$ cat src/rtl/fwd_pkg.sv
package fwd_pkg;
  localparam int SEL_W = 2;

  typedef enum logic [SEL_W-1:0] {
    FWD_RF = 2'b00,
    FWD_WB = 2'b01,
    FWD_EX = 2'b10
  } fwd_sel_e;
endpackage

$ cat src/rtl/fwd_match.sv
module fwd_match
  import fwd_pkg::*;
#(
  parameter int REG_AW = 5
) (
  input  logic [REG_AW-1:0] src_reg,
  input  logic              mem_wr_en,
  input  logic [REG_AW-1:0] mem_dst_reg,
  input  logic              wb_wr_en,
  input  logic [REG_AW-1:0] wb_dst_reg,
  output fwd_sel_e          sel
);
  localparam logic [REG_AW-1:0] ZERO_REG = '0;

  logic mem_hit;
  logic wb_hit;

  // Each stage qualifies on its own. The younger stage is checked first.
  assign mem_hit = mem_wr_en && (mem_dst_reg != ZERO_REG) && (mem_dst_reg == src_reg);
  assign wb_hit  = wb_wr_en  && (wb_dst_reg  != ZERO_REG) && (wb_dst_reg  == src_reg);

  always_comb begin
    sel = FWD_RF;
    if (mem_hit) begin
      sel = FWD_EX;
    end else if (wb_hit) begin
      sel = FWD_WB;
    end
  end

  always_comb begin
    AST_SEL_LEGAL: assert (sel != 2'b11);
    if (!mem_wr_en && !wb_wr_en) begin
      AST_IDLE_NO_FWD: assert (sel == FWD_RF);
    end
    if (mem_dst_reg == ZERO_REG && wb_dst_reg == ZERO_REG) begin
      AST_ZERO_NO_FWD: assert (sel == FWD_RF);
    end
  end
endmodule

$ cat src/rtl/fwd_mux.sv
module fwd_mux
  import fwd_pkg::*;
#(
  parameter int DATA_W = 32
) (
  input  logic [SEL_W-1:0]  sel,
  input  logic [DATA_W-1:0] rf_val,
  input  logic [DATA_W-1:0] wb_val,
  input  logic [DATA_W-1:0] mem_val,
  output logic [DATA_W-1:0] opnd
);
  always_comb begin
    case (sel)
      FWD_EX:  opnd = mem_val;
      FWD_WB:  opnd = wb_val;
      default: opnd = rf_val;   // 00 and the unused 11
    endcase
  end
endmodule

$ cat src/rtl/fwd_operand_unit.sv
module fwd_operand_unit
  import fwd_pkg::*;
#(
  parameter int REG_AW = 5,
  parameter int DATA_W = 32
) (
  input  logic [REG_AW-1:0] src_a_reg,
  input  logic [REG_AW-1:0] src_b_reg,
  input  logic              mem_wr_en,
  input  logic [REG_AW-1:0] mem_dst_reg,
  input  logic [DATA_W-1:0] mem_result,
  input  logic              wb_wr_en,
  input  logic [REG_AW-1:0] wb_dst_reg,
  input  logic [DATA_W-1:0] wb_result,
  input  logic [DATA_W-1:0] rf_val_a,
  input  logic [DATA_W-1:0] rf_val_b,
  output logic [1:0]        sel_a,
  output logic [1:0]        sel_b,
  output logic [DATA_W-1:0] opnd_a,
  output logic [DATA_W-1:0] opnd_b
);
  localparam int NUM_OPS = 2;

  logic [REG_AW-1:0] src_reg [NUM_OPS];
  logic [DATA_W-1:0] rf_val  [NUM_OPS];
  logic [DATA_W-1:0] opnd    [NUM_OPS];
  fwd_sel_e          sel     [NUM_OPS];

  assign src_reg[0] = src_a_reg;
  assign src_reg[1] = src_b_reg;
  assign rf_val[0]  = rf_val_a;
  assign rf_val[1]  = rf_val_b;

  for (genvar i = 0; i < NUM_OPS; i++) begin : g_op
    fwd_match #(.REG_AW(REG_AW)) u_match (
      .src_reg     (src_reg[i]),
      .mem_wr_en   (mem_wr_en),
      .mem_dst_reg (mem_dst_reg),
      .wb_wr_en    (wb_wr_en),
      .wb_dst_reg  (wb_dst_reg),
      .sel         (sel[i])
    );

    fwd_mux #(.DATA_W(DATA_W)) u_mux (
      .sel     (sel[i]),
      .rf_val  (rf_val[i]),
      .wb_val  (wb_result),
      .mem_val (mem_result),
      .opnd    (opnd[i])
    );

    // The mux output must follow the selector decision.
    always_comb begin
      if (sel[i] == FWD_EX) begin
        AST_EX_DATA: assert (opnd[i] == mem_result);
      end
      if (sel[i] == FWD_RF) begin
        AST_RF_DATA: assert (opnd[i] == rf_val[i]);
      end
      if (mem_wr_en && wb_wr_en && mem_dst_reg == wb_dst_reg && mem_dst_reg == src_reg[i]
          && mem_dst_reg != '0) begin
        AST_YOUNGER_WINS: assert (sel[i] == FWD_EX);
      end
    end
  end

  assign sel_a  = sel[0];
  assign sel_b  = sel[1];
  assign opnd_a = opnd[0];
  assign opnd_b = opnd[1];
endmodule

$ cat config.mk
export PLATFORM = sky130hd
export DESIGN_NAME = fwd_operand_unit
export DESIGN_NICKNAME = d
export VERILOG_FILES = /design/src/rtl/fwd_pkg.sv /design/src/rtl/fwd_match.sv /design/src/rtl/fwd_mux.sv /design/src/rtl/fwd_operand_unit.sv
export SDC_FILE = /design/constraint.sdc
export NUM_CORES = 1
export LEC_CHECK = 0
export CAP_MARGIN = 0
export CORE_AREA = 2 2 85 87
export DETAILED_ROUTE_END_ITERATION = 6
export DIE_AREA = 0 0 87 89
export DONT_BUFFER_PORTS = 1
export PLACE_DENSITY = 0.49
export SKIP_LAST_GASP = 1
export SYNTH_ARGS = -nofsm -noshare
export SYNTH_HDL_FRONTEND = slang
export SYNTH_SLANG_ARGS = --single-unit
export TNS_END_PERCENT = 30
$ cat constraint.sdc
create_clock -name vclk -period 3.1
set_clock_uncertainty 0.05 [all_clocks]
set_input_delay 0.62 -clock vclk [all_inputs]
set_output_delay 0.62 -clock vclk [all_outputs]
set_load 0.01 [all_outputs]
Word-level counts from Yosys, hierarchy flattened
Index checks and enable logic that the tools add are counted.
Widths: inputs -> output; s select.
{"block": "totals", "ff_bits": 0, "latch_bits": 0, "ramBits": 0, "mem_bits_ro": 0, "input_bits": 150, "wordCells": 22, "mem_count": 0}
{"block": "op_classes", "add_sub_neg": 0, "mul": 0, "div_mod_pow": 0, "order_cmp": 0, "eq_ne": 8, "n_shift": 0, "n_mux": 6, "bitwise": 0, "n_reduce_logical": 8}
{"operator": "$pmux 32 s2", "n": 2}
{"operator": "$eq 5x5->1", "n": 4}
{"operator": "$reduce_bool 5->1", "n": 2}
{"operator": "$logic_and 1x1->1", "n": 6}
{"operator": "$eq 2x1->1 const B", "n": 2}
{"operator": "$eq 2x2->1 const B", "n": 2}
{"operator": "$mux 2", "n": 2}
{"operator": "$mux 1", "n": 2}

Longest topological paths before layout
{"block": "logic_depth", "word_depth": 7, "mapped_depth": 6, "depth_no_buf": 5}

Hierarchy
Synthesis repeated with hierarchy kept, for this count alone.
{"block": "unflattened", "hier_cells": 268, "area_unflattened_um2": 1591.5}
{"mod": "fwd_mux", "n_inst": 2, "cells_per_inst": 113, "area_per_inst_um2": 636.9}
{"mod": "fwd_match", "n_inst": 2, "cells_per_inst": 21, "area_per_inst_um2": 158.9}

Worst setup path after synthesis
OpenSTA, ideal clock, no wires.
{"block": "synth_timing", "path_type": "input port to output port", "startpoint": "in wb_dst_reg[0]", "endpoint": "out opnd_a[22]", "arrival_ns": 2.031, "setup_slack_ns": 0.399, "path_stages": 6, "n_path_buf": 2, "path_cell_list": "or4_1 -> o21ai_1 -> buf_2 -> buf_4 -> o31ai_1 -> a31oi_1"}
{"block": "synth_between", "elab_chain_cells": 7}
{"element": "from (decl)", "line_no": "fwd_operand_unit.sv:13", "rtl": "input logic [REG_AW-1:0] wb_dst_reg,"}
{"element": "$reduce_bool 5->1", "line_no": "fwd_match.sv:20", "rtl": "assign wb_hit = wb_wr_en && (wb_dst_reg != ZERO_REG) && (wb_dst_reg == src_reg);"}
{"element": "$logic_and 1x1->1", "line_no": "fwd_match.sv:20"}
{"element": "$logic_and 1x1->1 *", "line_no": "fwd_match.sv:20"}
{"element": "$mux 1 *", "line_no": "fwd_match.sv:26", "rtl": "end else if (wb_hit) begin"}
{"element": "$mux 2 *", "line_no": "fwd_match.sv:24", "rtl": "if (mem_hit) begin"}
{"element": "$eq 2x1->1 or $eq 2x2->1 (tied branches)", "line_no": "fwd_mux.sv:13", "rtl": "case (sel)"}
{"element": "$pmux 32 s2 *", "line_no": "fwd_mux.sv:13"}
{"element": "to (decl)", "line_no": "fwd_operand_unit.sv:19", "rtl": "output logic [DATA_W-1:0] opnd_a,"}
Every way passes the cells marked *; elsewhere a longest branch is shown, timed or not.

Final worst setup path
{"block": "layout_timing", "startpoint": "in mem_dst_reg[1]", "endpoint": "out opnd_b[13]"}
{"block": "layout_between", "elab_chain_cells": 6}
{"element": "from (decl)", "line_no": "fwd_operand_unit.sv:10", "rtl": "input logic [REG_AW-1:0] mem_dst_reg,"}
{"element": "$reduce_bool 5->1"}
{"element": "$logic_and 1x1->1", "line_no": "fwd_match.sv:19", "rtl": "assign mem_hit = mem_wr_en && (mem_dst_reg != ZERO_REG) && (mem_dst_reg == src_reg);"}
{"element": "$logic_and 1x1->1 *", "line_no": "fwd_match.sv:19"}
{"element": "$mux 2 *", "line_no": "fwd_match.sv:24"}
{"element": "$eq 2x1->1 or $eq 2x2->1 (tied branches)", "line_no": "fwd_mux.sv:13"}
{"element": "$pmux 32 s2 *", "line_no": "fwd_mux.sv:13"}
{"element": "to (decl)", "line_no": "fwd_operand_unit.sv:20", "rtl": "output logic [DATA_W-1:0] opnd_b"}
Marks and branches as above.

==> qor.yml <==
tightest_slew_ps: 756.2
grt_max_degree: 65
layout_commonest_cell: "buf_4"
setup_viol: 0
synth_xor_area_share_pct: 7.914
final.clkbuf_count: 0
holdBufCountCts: 0
routed_via_density: 7.738
num_io_pins: 218
wl_microns: 11510
grt_setup_unrepaired: "no"
fillers: 738
diodes: 0
synth_top_area_share_pct: 21.71
netlist_instances: 362
layout_common_cells: "69 x buf_4, 66 x nand4_1, 64 x o31ai_1, 64 x nor3_1, 64 x a31oi_1"
vdd_drop_max_mv: 0.1447
syn_area_sq_mm: 0.002213
std_cell_rows: 30
hold_path.class: "in -> out"
crit_type: "in -> out"
place_congestion: 0.8211
core_sq_mm: 0.006719
end_kind: "output port"
post-place-cells: 450
yosysWarnings: 0
die_h_microns: 89
die_area_sq_mm: 0.007743
yosys.area_share.adder_pct: 0
ff_latch_area_sq_um: 0
slew_headroom_pct: 49.58
synthTopCellsByArea: "o31ai_1 22%, nand4_1 19%, a31oi_1 18%"
fmax_mhz: 340.9
detail_route.wl_per_cell_microns: 25.57
fp.dieW_microns: 87
critPathRequiredTime_ps: 2430
crit_path_start_kind: "primary input"
synth_compound_area_share_pct: 41.49
post_cts_buffers: 0
min_period_ps: 2933
leakage_nw: 0.7109
drtIter0Drc: 304
syn_area_per_cell_sq_um: 6.114
cp.arrival_ps: 2260
grt-ovfl-total: 0
yosys.area_share.simple_pct: 37.59
grtUsageTotal_pct: 25.87
final_antenna_net_count: 0
drive_above_1_share_pct: 23.51
syn_nets: 512
dr.pass1.iters: 5
fin_crit_sh_pct: 94.62
yosys.area.top_type: "o31ai_1"
fin_ws_ps: 166.7
syn2layout_area_growth_pct: 20.01
pwr_density_cell_mw_per_mm2: 173.3
crit_path_max_fanout: 32
synthMuxAreaShare_pct: 0
grt_pass1_vias: 3258
dp_slack_ps: 208.1
hold_violations: 0
synth_top_family_by_area: "compound AO/OA/AOI/OAI gates"
outcome: "completed"
setup_tns_ps: 0
fin_nets: 522
num_vias: 3482
seq_cells: 0
ys_types: 21
slew_viol_final: 0
port_buffers: 0
antenna_found_initial: 0
yosysSeqAreaShare_pct: 0
start_util_pct: 32.94
ctsResizeCount: 0
grt_pass1_wl_microns: 16120
final_cells: 450
maxCapViolations: 0
drc: 0
hpwl_microns: 8446
-- metrics by stage --
stage               instance area (sq um)  utilization [%]  power [mW]  hold WS, ps
finish                               2656            39.53      0.4604         1359
CTS                                  2656            39.53      0.4475         1362
global placement                     2656            39.53      0.4431         1366
detailed placement                   2656            39.53      0.4474         1362
global route                         2656            39.53      0.4849         1377
floorplan                            2213                -      0.2874         1355
-- kinds of logic (layout without fill, tap and decap cells) --
kind of cell / count (synthesis) / after routing
buffers and inverters: 66 / 74
XOR/XNOR: 20 / 20
AND/OR/NAND/NOR: 144 / 144
AO/OA/AOI/OAI: 132 / 132
-- critical path, stage by stage --
cell and delay [ps]:
or4_4 560, o211ai_4 180, buf_4 400, nor3_1 90, a31oi_1 240, buf_4 170
-- report_power, final --
| part | leakage (nW) | internal (mW) | switching [mW] |
|---|---|---|---|
| combinational | 0.711 | 0.161 | 0.300 |
| sequential | 0 | 0 | 0 |
| clock | 0 | 0 | 0 |
| total | 0.711 | 0.161 | 0.300 |
-- path summary, 6_finish.rpt --
| kind | slack, ps | start | depth (start not counted) | end |
|---|---|---|---|---|
| worst max-delay path | 170 | mem_dst_reg[1] | 6 | opnd_b[13] |
| worst min-delay path | 1360 | rf_val_a[6] | 2 | opnd_a[6] |
-- metal layers --
metal  vias up  part of all wire, %  global-route usage [%]
li1       1513                    -                       -
met1      1596                   35                   29.44
met2       327                   47                   44.76
met3        46                   14                   8.680
met4         0                  3.5                   10.09
met5         -                    0                       0
-- synth_stat cells, drive strengths merged --
library cell	count
nand4	66
nor3	66
a31oi	64
o31ai	64
clkbuf	42
buf	22
xnor2	10
xor2	10
or2	4
inv	2
nor2	2
nor4	2
o211ai	2
or3	2
or4	2
o21a	1
o21ai	1
-- area by class of cell --
cell class / instances / area, sq um / area share [%]
timing repair buffer: 72 / 578.1 / 21.76
multi-input combinational: 296 / 1971 / 74.19
inverter: 2 / 7.507 / 0.2826
tap: 80 / 100.1 / 3.768
(Power assumes the default switching activity.)
